`src/rtl/iwin_pkg.sv`:
```
// Shared types for the inbound window decoder.
// Assumes a 32-bit address space with 64 KiB window granularity.
package iwin_pkg;

    // Fields of one window control word, held compactly.
    typedef struct packed {
        logic [15:0] size_m1;
        logic [7:0]  attr;
        logic [3:0]  target;
        logic        en;
    } win_ctrl_t;

    // Full stored state of one window.
    typedef struct packed {
        win_ctrl_t   ctrl;
        logic [15:0] base_hi;
        logic [15:0] remap_hi;
    } win_cfg_t;

endpackage

```
`src/rtl/iwin_regs.sv`:
```
// Register file for the window bank and the aperture.
// Stores only the architected bits and returns zero for unmapped offsets.
// Assumes word-aligned 32-bit accesses; reads are combinational.
module iwin_regs
    import iwin_pkg::*;
#(
    parameter int NUM_IDX_WIN   = 5,
    parameter int REG_AW        = 13,
    parameter int IDX_CTRL_OFS  = 'h1820,
    parameter int IDX_STRIDE    = 16,
    parameter int XTRA_CTRL_OFS = 'h1880,
    parameter int BAR_BASE_OFS  = 'h1800,
    parameter int BAR_CTRL_OFS  = 'h1804,
    localparam int NUM_WIN      = NUM_IDX_WIN + 1
) (
    input  logic                  clk,
    input  logic                  rst_n,
    input  logic                  wr_en,
    input  logic [REG_AW-1:0]     addr,
    input  logic [31:0]           wdata,
    output logic [31:0]           rdata,
    output win_cfg_t [NUM_WIN-1:0] cfg,
    output logic [15:0]           bar_base_hi,
    output logic [15:0]           bar_size_m1,
    output logic                  bar_en
);

    localparam int BASE_DELTA  = 4;
    localparam int REMAP_DELTA = 12;

    // Control-register offset of window w.
    function automatic int ctrl_ofs(input int w);
        return (w < NUM_IDX_WIN) ? IDX_CTRL_OFS + w * IDX_STRIDE : XTRA_CTRL_OFS;
    endfunction

    logic unused_wbits;
    assign unused_wbits = ^wdata[3:1];

    for (genvar w = 0; w < NUM_WIN; w++) begin : g_win
        localparam int C_OFS = ctrl_ofs(w);
        win_cfg_t q;

        // Capture writes aimed at this window's three registers.
        always_ff @(posedge clk) begin
            if (!rst_n) begin
                q <= '0;
            end else if (wr_en) begin
                if (addr == REG_AW'(C_OFS)) begin
                    q.ctrl.size_m1 <= wdata[31:16];
                    q.ctrl.attr    <= wdata[15:8];
                    q.ctrl.target  <= wdata[7:4];
                    q.ctrl.en      <= wdata[0];
                end
                if (addr == REG_AW'(C_OFS + BASE_DELTA))  q.base_hi  <= wdata[31:16];
                if (addr == REG_AW'(C_OFS + REMAP_DELTA)) q.remap_hi <= wdata[31:16];
            end
        end

        assign cfg[w] = q;
    end

    // Capture writes aimed at the aperture registers.
    always_ff @(posedge clk) begin
        if (!rst_n) begin
            bar_base_hi <= '0;
            bar_size_m1 <= '0;
            bar_en      <= 1'b0;
        end else if (wr_en) begin
            if (addr == REG_AW'(BAR_BASE_OFS)) bar_base_hi <= wdata[31:16];
            if (addr == REG_AW'(BAR_CTRL_OFS)) begin
                bar_size_m1 <= wdata[31:16];
                bar_en      <= wdata[0];
            end
        end
    end

    // Read mux; unmapped offsets return zero.
    always_comb begin
        rdata = '0;
        if (addr == REG_AW'(BAR_BASE_OFS)) rdata = {bar_base_hi, 16'h0};
        if (addr == REG_AW'(BAR_CTRL_OFS)) rdata = {bar_size_m1, 15'h0, bar_en};
        for (int w = 0; w < NUM_WIN; w++) begin
            if (addr == REG_AW'(ctrl_ofs(w)))
                rdata = {cfg[w].ctrl.size_m1, cfg[w].ctrl.attr,
                         cfg[w].ctrl.target, 3'b000, cfg[w].ctrl.en};
            if (addr == REG_AW'(ctrl_ofs(w) + BASE_DELTA))
                rdata = {cfg[w].base_hi, 16'h0};
            if (addr == REG_AW'(ctrl_ofs(w) + REMAP_DELTA))
                rdata = {cfg[w].remap_hi, 16'h0};
        end
    end

endmodule

```
`src/rtl/iwin_match.sv`:
```
// Compare and translate stage for one window.
// Assumes the size field is contiguous ones from the bottom (size is a power of two).
module iwin_match (
    input  logic [31:0] addr,
    input  logic        en,
    input  logic [15:0] size_m1,
    input  logic [15:0] base_hi,
    input  logic [15:0] remap_hi,
    output logic        hit,
    output logic [31:0] mapped
);

    logic [31:0] mask;

    // Build the in-window mask, test the upper bits and splice the remap.
    always_comb begin
        mask   = {size_m1, 16'hFFFF};
        hit    = en && ((addr & ~mask) == ({base_hi, 16'h0} & ~mask));
        mapped = ({remap_hi, 16'h0} & ~mask) | (addr & mask);
    end

endmodule

```
`src/rtl/iwin_prio.sv`:
```
// Fixed-priority select: the lowest set bit of the hit vector wins.
module iwin_prio #(
    parameter int NUM_WIN = 6,
    localparam int IDX_W  = (NUM_WIN > 1) ? $clog2(NUM_WIN) : 1
) (
    input  logic [NUM_WIN-1:0] hit_vec,
    output logic               any,
    output logic [IDX_W-1:0]   idx
);

    // Scan from the top so the lowest matching index is written last.
    always_comb begin
        any = |hit_vec;
        idx = '0;
        for (int i = NUM_WIN - 1; i >= 0; i--)
            if (hit_vec[i]) idx = IDX_W'(i);
    end

endmodule

```
`src/rtl/iwin_decode.sv`:
```
// Inbound address window decoder top.
// Holds the register bank, compares every window in parallel, gates the result
// with the aperture and registers the selected result (one cycle latency).
// Assumes lookups and register writes may occur in the same cycle; a lookup
// always sees the register values from before that cycle's write.
module iwin_decode
    import iwin_pkg::*;
#(
    parameter int NUM_IDX_WIN   = 5,
    parameter int REG_AW        = 13,
    parameter int IDX_CTRL_OFS  = 'h1820,
    parameter int IDX_STRIDE    = 16,
    parameter int XTRA_CTRL_OFS = 'h1880,
    parameter int BAR_BASE_OFS  = 'h1800,
    parameter int BAR_CTRL_OFS  = 'h1804,
    localparam int NUM_WIN      = NUM_IDX_WIN + 1,
    localparam int IDX_W        = (NUM_WIN > 1) ? $clog2(NUM_WIN) : 1
) (
    input  logic              clk,
    input  logic              rst_n,
    input  logic              reg_wr_en,
    input  logic [REG_AW-1:0] reg_addr,
    input  logic [31:0]       reg_wdata,
    output logic [31:0]       reg_rdata,
    input  logic              lk_valid,
    input  logic [31:0]       lk_addr,
    output logic              out_valid,
    output logic              out_hit,
    output logic              out_miss,
    output logic [IDX_W-1:0]  out_win,
    output logic [3:0]        out_target,
    output logic [7:0]        out_attr,
    output logic [31:0]       out_addr
);

    win_cfg_t [NUM_WIN-1:0]     cfg;
    logic [15:0]                bar_base_hi;
    logic [15:0]                bar_size_m1;
    logic                       bar_en;
    logic [NUM_WIN-1:0]         hit_vec;
    logic [NUM_WIN-1:0][31:0]   mapped;
    logic                       any_hit;
    logic [IDX_W-1:0]           sel;
    logic                       in_bar;
    logic                       final_hit;
    logic [31:0]                bar_mask;

    iwin_regs #(
        .NUM_IDX_WIN  (NUM_IDX_WIN),
        .REG_AW       (REG_AW),
        .IDX_CTRL_OFS (IDX_CTRL_OFS),
        .IDX_STRIDE   (IDX_STRIDE),
        .XTRA_CTRL_OFS(XTRA_CTRL_OFS),
        .BAR_BASE_OFS (BAR_BASE_OFS),
        .BAR_CTRL_OFS (BAR_CTRL_OFS)
    ) u_regs (
        .clk        (clk),
        .rst_n      (rst_n),
        .wr_en      (reg_wr_en),
        .addr       (reg_addr),
        .wdata      (reg_wdata),
        .rdata      (reg_rdata),
        .cfg        (cfg),
        .bar_base_hi(bar_base_hi),
        .bar_size_m1(bar_size_m1),
        .bar_en     (bar_en)
    );

    for (genvar w = 0; w < NUM_WIN; w++) begin : g_cmp
        iwin_match u_match (
            .addr    (lk_addr),
            .en      (cfg[w].ctrl.en),
            .size_m1 (cfg[w].ctrl.size_m1),
            .base_hi (cfg[w].base_hi),
            .remap_hi(cfg[w].remap_hi),
            .hit     (hit_vec[w]),
            .mapped  (mapped[w])
        );
    end

    iwin_prio #(.NUM_WIN(NUM_WIN)) u_prio (
        .hit_vec(hit_vec),
        .any    (any_hit),
        .idx    (sel)
    );

    // Aperture gate: the address must lie inside the enabled aperture.
    always_comb begin
        bar_mask  = {bar_size_m1, 16'hFFFF};
        in_bar    = bar_en && ((lk_addr & ~bar_mask) == ({bar_base_hi, 16'h0} & ~bar_mask));
        final_hit = any_hit && in_bar;
    end

    // Register the selected result; everything is zero without a lookup.
    always_ff @(posedge clk) begin
        if (!rst_n || !lk_valid) begin
            out_valid  <= 1'b0;
            out_hit    <= 1'b0;
            out_miss   <= 1'b0;
            out_win    <= '0;
            out_target <= '0;
            out_attr   <= '0;
            out_addr   <= '0;
        end else begin
            out_valid  <= 1'b1;
            out_hit    <= final_hit;
            out_miss   <= !final_hit;
            out_win    <= final_hit ? sel : '0;
            out_target <= final_hit ? cfg[sel].ctrl.target : 4'h0;
            out_attr   <= final_hit ? cfg[sel].ctrl.attr : 8'h0;
            out_addr   <= final_hit ? mapped[sel] : lk_addr;
        end
    end

endmodule

```
`config.mk`:
```
export PLATFORM = sky130hd
export DESIGN_NAME = iwin_decode
export DESIGN_NICKNAME = d
export VERILOG_FILES = /design/src/rtl/iwin_pkg.sv /design/src/rtl/iwin_regs.sv /design/src/rtl/iwin_match.sv /design/src/rtl/iwin_prio.sv /design/src/rtl/iwin_decode.sv
export SDC_FILE = /design/constraint.sdc
export NUM_CORES = 1
export LEC_CHECK = 0
export BUFFER_PORTS_ARGS = -buffer_cell sky130_fd_sc_hd__buf_2
export CORE_MARGIN = 10
export CORE_UTILIZATION = 40
export DETAILED_ROUTE_END_ITERATION = 8
export PLACE_DENSITY = 0.59
export SLEW_MARGIN = 20
export SYNTH_ARGS = -nofsm -noshare
export SYNTH_HDL_FRONTEND = slang
export SYNTH_SLANG_ARGS = --single-unit
```
`constraint.sdc`:
```
create_clock -name clk -period 3 [get_ports clk]
set_input_delay 0.45 -clock clk [delete_from_list [all_inputs] [get_ports clk]]
set_output_delay 0.45 -clock clk [all_outputs]
set_load 0.005 [all_outputs]
```
; ---- Word level (Yosys, flattened, before mapping)
; Index checks and enable logic that the tools add are counted.
[totals]
out_inout_bits = 82
inputBits = 81
reg_bits = 449
wordCells = 180
[op_classes]
order_cmp = 1
reduce_logical = 34
n_bitwise = 40
n_eq_ne = 27
n_mux = 32
[op_table]
columns = cell, n
row1 = 32-bit AND, 26
row2 = 32-bit 2-to-1 mux, 22
row3 = "13-bit equality test, second input constant", 20
row4 = 32-bit equality test, 7
row5 = 32-bit inverter, 7
row6 = 32-bit OR, 6
row7 = 61-bit binary-select mux with 3-bit select, 1
row8 = 32-bit binary-select mux with 3-bit select, 1
row9 = 45-bit 2-to-1 mux, 1
row10 = 2-bit AND reduction, 20
row11 = 3-bit 2-to-1 mux, 6
row12 = 1-bit logical AND, 8
row13 = 6-bit OR reduction, 1
row14 = "3-bit by 4-bit less-than comparator with 1-bit output, second input constant", 1
row15 = 1-bit logical NOT, 3
row16 = 2-bit OR reduction, 1
row17 = 1-bit logical OR, 1
row18 = 1-bit 2-to-1 mux, 1
row19 = 1-bit inverter, 1

; ---- Depth between registers and ports, before layout
[depth]
word_depth = 21
mapped_depth = 13

; ---- Hierarchy
; A second synthesis with hierarchy kept.
[hier_totals]
cells_unflattened = 3252
area_unflattened_um2 = 27083.5
[by_module_without_submodules]
columns = module, area_each_um2, seq_area_each_um2, cells_per_inst, instances
row1 = iwin_regs, 19653.8, 7987.7, 2430, 1
row2 = iwin_decode, 4239.1, 1001.0, 440, 1
row3 = iwin_match, 523.0, 0.0, 62, 6
row4 = iwin_prio, 52.6, 0.0, 10, 1

; ---- Least setup slack after synthesis
; OpenSTA, ideal clock, no wires.
[synth_path]
path_type = input -> output
startpoint = in reg_addr[9]
endpoint = out reg_rdata[18]
path_buffers = 1
stages = 9
t_arrival_ns = 2.484
path_slack_ns = 0.066
path_cell_list = or4b_1 -> nor3_4 -> nor3b_2 -> buf_2 -> nand2_1 -> a22o_1 -> a21oi_1 -> o221ai_1 -> o21ai_0
[synth_between]
elab_chain_len = 21
[synth_lines]
columns = item, line
row1 = start: declaration, iwin_decode.sv:22  ; input logic [REG_AW-1:0] reg_addr,
row2 = 13-bit equality test, iwin_regs.sv:80  ; if (addr == REG_AW'(BAR_BASE_OFS)) rdata = {bar_base_hi, 16'h0};
row3 = 32-bit 2-to-1 mux, iwin_regs.sv:80
row4 = 32-bit 2-to-1 mux, iwin_regs.sv:81  ; if (addr == REG_AW'(BAR_CTRL_OFS)) rdata = {bar_size_m1, 15'h0, bar_en};
row5 = 32-bit 2-to-1 mux, iwin_regs.sv:83  ; if (addr == REG_AW'(ctrl_ofs(w)))
row6 = 32-bit 2-to-1 mux, iwin_regs.sv:86  ; if (addr == REG_AW'(ctrl_ofs(w) + BASE_DELTA))
row7 = 32-bit 2-to-1 mux, iwin_regs.sv:88  ; if (addr == REG_AW'(ctrl_ofs(w) + REMAP_DELTA))
row8 = 32-bit 2-to-1 mux, iwin_regs.sv:83
row9 = 32-bit 2-to-1 mux, iwin_regs.sv:86
row10 = [5 not listed], n/a
row11 = 32-bit 2-to-1 mux, iwin_regs.sv:86
row12 = 32-bit 2-to-1 mux, iwin_regs.sv:88
row13 = 32-bit 2-to-1 mux, iwin_regs.sv:83
row14 = 32-bit 2-to-1 mux, iwin_regs.sv:86
row15 = 32-bit 2-to-1 mux, iwin_regs.sv:88
row16 = 32-bit 2-to-1 mux, iwin_regs.sv:83
row17 = 32-bit 2-to-1 mux, iwin_regs.sv:86
row18 = 32-bit 2-to-1 mux *, iwin_regs.sv:88
row19 = end: declaration, iwin_decode.sv:24  ; output logic [31:0] reg_rdata,
; Mark *: on every way between the ends. The rest lies on a longest branch, timed or not.

; ---- Final worst setup path
[layout_path]
startpoint = in reg_addr[6]
endpoint = out reg_rdata[30]
; Same word-level chain as after synthesis.

==> out/summary.txt <==
Final ANT Viol Nets: 0
Slowest CP cell: a222oi_1
PortBufs: 156
Layout cells sized above 1: 0.2636
Gp weighted congestion: 1.035
Top cell by count, worst path: buf_4
Clock transition at the registers of the reported paths: 0.06 ns
Initial antenna violation count: 2
Power Dens Cells: 435.2 nW/um^2
Global-route wire length before repair: 179800 um
Most used routing layer in global routing: met2
Iteration-0 DRC Markers: 3004
Worst r2r src: u_regs.cfg[202]
Clock power frac: 0.500
Period utilization: 1.130
Hold Crit Depth: 2
Drt drc: 0
Crit path launch: reg_addr[6]
Arrival time worst endpoint: 2.94 ns
Sw Ratio: 0.2448
Final Hold Viols: 0
CP Capture Type: output pin
Final setup TNS: -6.700 ns
Simple-Gate Fraction of Synth Area: 0.2184
WP data required: 2.55 ns
Nature of the critical path startpoint: input pin
Reg2Reg Depth: 13
Mux share of post-synthesis cell area: 0.09790
Pint: 10.53 mW
R2r setup slk: -0.04 ns
Skew-Pair Late Insertion Delay: 0.62 ns
Main synth FF type: dfxtp_1
Adder-Cell Fraction of Synth Area: 0
Comb power frac: 0.071
Clock root buffer master: clkbuf_16
Synth warnings: 0
Yosys reg bits: 449
Layout fillers: 5686
Cell Rows: 90
Ports: 163
# setup viols final: 31
End of the critical path: reg_rdata[30]
Hold_ws: 0.05014 ns
Critical path peak fanout: 6
TritonCTS clock tree: done
ANT cells: 0
Router iterations before antenna repair: 8
Die ar.: 71060 um^2
Seq/Total Area, Yosys: 0.3696
GR Util met2: 0.5298
Via density: 6.004
Pins Over Slew Limit: 0
Worst min path class: in2reg
Largest net degree at the start of global routing: 210
Setup ws final: -0.3896 ns
CORE AREA: 60250 um^2
Synthesized area per cell: 8.021 um^2
Gr usage total: 0.3467
Met1 usage: 0.4559
Pwr Total: 13.94 mW
DR WL/cell: 29.87 um
Grt met3 use: 0.06148
H-tree depth: 2
Switch Pwr: 3.412 mW
DP Wirelength: 92330 um
Mapped Area: 24320 um^2
Status: finished, violations left
Power share of the sequential group: 0.429
Post-Route WL: 127300 um
XOR/XNOR Fraction of Synth Area: 0.04095
Worst slew pin tran: 0.9745 ns
# Max-Cap Violations: 0
Clock skew after layout: 0.01850 ns
Final #Nets: 3521
CP peak stage delay: 0.55 ns
Fmax: 0.2950 GHz
Post-synth EDFFs: 0
Fraction of the mapped netlist area in compound gates: 0.2235
Netlist cell types: 72
Layout area overhead: 31.66%
Fin crit period: 3.390 ns
Failing checks: negative setup slack
Detailed-route via count: 25580
Initial core utilization: 0.4037
Vias in the first global route: 24800
Synth Instances: 3032
GRT Residual Overflow: 0
Die height: 266.6 um
R2R Path End: out_addr[20]
Async set-or-reset flop fraction in the synthesized netlist: 0
Die Width: 266.6 um
CTS Buf Count: 52
Combinational family with the most area after synthesis: compound AO/OA/AOI/OAI gates
Longest Clk Path Bufs: 3
Worst VDD drop: 401.8 uV
Crit path kind: in2out
CP cell instances: buf_2 -> nor4_1 -> buf_4 -> buf_4 -> nand2_2 -> buf_4 -> nor2_1 -> buf_4 -> a222oi_1 -> buf_4 -> nand4_1 -> a21oi_2 -> o22ai_1 -> buf_4 -> buf_2
Clk sinks: 449
RSZ-0062 raised after global routing: yes
Relative slew slack: 0.3503
Leakage: 11.43 nW
==> how the worst min path moves through the flow <==
stage	startpoint	endpoint	slack (ns)
after detailed placement	u_regs.cfg[278]	u_regs.cfg[278]	0.47
final	lk_addr[10]	out_addr[10]	0.05
after floorplan	u_regs.cfg[277]	u_regs.cfg[277]	0.45
after global routing	lk_addr[3]	out_addr[3]	0.05
after CTS	lk_addr[2]	out_addr[2]	0.04
after global placement	u_regs.cfg[196]	u_regs.cfg[196]	0.46
==> metrics by stage <==
| stage | std cells | cell area [um^2] | worst slack [ns] | utilization |
|---|---|---|---|---|
| finish | 4261 | 32020 | -0.3896 | 0.5315 |
| global route | 4261 | 32020 | -0.3900 | 0.5315 |
| CTS | 4256 | 31530 | -0.3530 | 0.5234 |
| detailed placement | 4139 | 28860 | -0.6704 | 0.4791 |
| global placement | 4139 | 28860 | -0.7849 | 0.4791 |
| floorplan | 3034 | 24330 | 0.06612 | - |
==> synth_stat cells (20+ instances only) <==
library cell | number | area [um^2]
a21oi_1 | 44 | 220.2
nand4_1 | 36 | 225.2
a21boi_0 | 333 | 2500
mux2i_1 | 152 | 1521
o22ai_1 | 59 | 369.1
nand2_1 | 798 | 2995
o21ai_0 | 80 | 400.4
nor2_1 | 149 | 559.3
a22oi_1 | 33 | 247.7
xnor2_1 | 109 | 954.7
o211ai_1 | 40 | 300.3
dfxtp_1 | 449 | 8989
nor3_1 | 34 | 170.2
nand3_1 | 43 | 215.2
clkbuf_1 | 193 | 724.4
a221oi_1 | 20 | 175.2
mux2_2 | 57 | 641.9
nor2b_1 | 79 | 494.2
buf_2 | 35 | 175.2
a222oi_1 | 25 | 250.2
and3_1 | 22 | 137.6
==> timing repair <==
item	CTS	global route
cloned	5	2
setup endpoints to repair	52	57
gates resized for setup	132	88
pin swaps	48	42
setup buffers	23	7
hold buffers	0	0
==> kinds of logic (layout without fill, tap and decap cells) <==
group | count (synthesis) | in the layout
and+or+nand+nor | 1227 | 1227
xor gates and xnor gates | 112 | 112
buffers and inverters | 270 | 715
muxes | 225 | 225
other | 1 | 3
DFF | 449 | 449
AOI/OAI and AO/OA | 748 | 748
==> placed cells by master, fill, tap and decap left out, types with 13 or more instances in the layout <==
cell type,synthesis,final
a2111oi_0,17,13
a22o_1,13,13
nand4b_1,16,16
a21oi_2,0,13
nand3_1,43,34
nor2b_1,79,78
a221oi_1,20,18
o21ai_0,80,63
mux2_2,57,59
o22ai_1,59,52
o211ai_1,40,40
xnor2_2,1,13
a21boi_1,17,17
dfxtp_1,449,446
nand2_1,798,793
a21oi_1,44,29
mux2i_1,152,151
xnor2_1,109,97
nor4_1,19,16
nand4_1,36,36
a21boi_0,333,333
buf_6,12,30
buf_4,15,363
a222oi_1,25,25
and3_1,22,21
a22oi_1,33,26
o2111ai_1,14,13
clkbuf_16,0,55
nor3_1,34,25
buf_2,35,151
buf_12,0,59
nor2_1,149,134
==> power groups by stage <==
stage / Sequential, mW / Combinational [mW] / Clock (mW)
2_1_floorplan: 6.12 / 0.412 / 0
3_3_place_gp: 6.12 / 0.925 / 0
3_5_place_dp: 6.12 / 0.925 / 0
4_1_cts: 5.99 / 0.938 / 7.00
5_1_grt: 5.98 / 1.00 / 7.24
6_report: 5.98 / 0.990 / 6.96
==> layer usage <==
layer	vias to the layer above	part of all wire	wire, um
met5	-	0	0
met4	0	0.063	7977
met3	314	0.084	10650
met2	1302	0.44	55500
met1	12570	0.42	53150
li1	11390	-	-
==> layout make-up <==
cell class                 count  area (um^2)  share of cell area
clock inverter                22        324.1             0.01012
tap                          782        978.4             0.03056
sequential                   449         8992              0.2808
multi-input combinational   2315        14980              0.4677
clock buffer                  71         1504             0.04697
timing repair buffer         613         5213              0.1628
inverter                       9        33.78            0.001055
==> critical path: cells and delay by family <==
family | cells | cell delay, ns
AOI/OAI and AO/OA | 3 | 0.84
buffers and inverters | 8 | 1.27
and+or+nand+nor | 4 | 0.37
==> state kept, by name, indices dropped and copies added (netlist names) <==
name	flops
u_regs.cfg	366
out_addr	32
u_regs.bar_base_hi	16
u_regs.bar_size_m1	16
out_attr	8
out_target	4
out_win	3
out_hit	1
out_miss	1
out_valid	1
u_regs.bar_en	1
(Power assumes the default switching activity.)
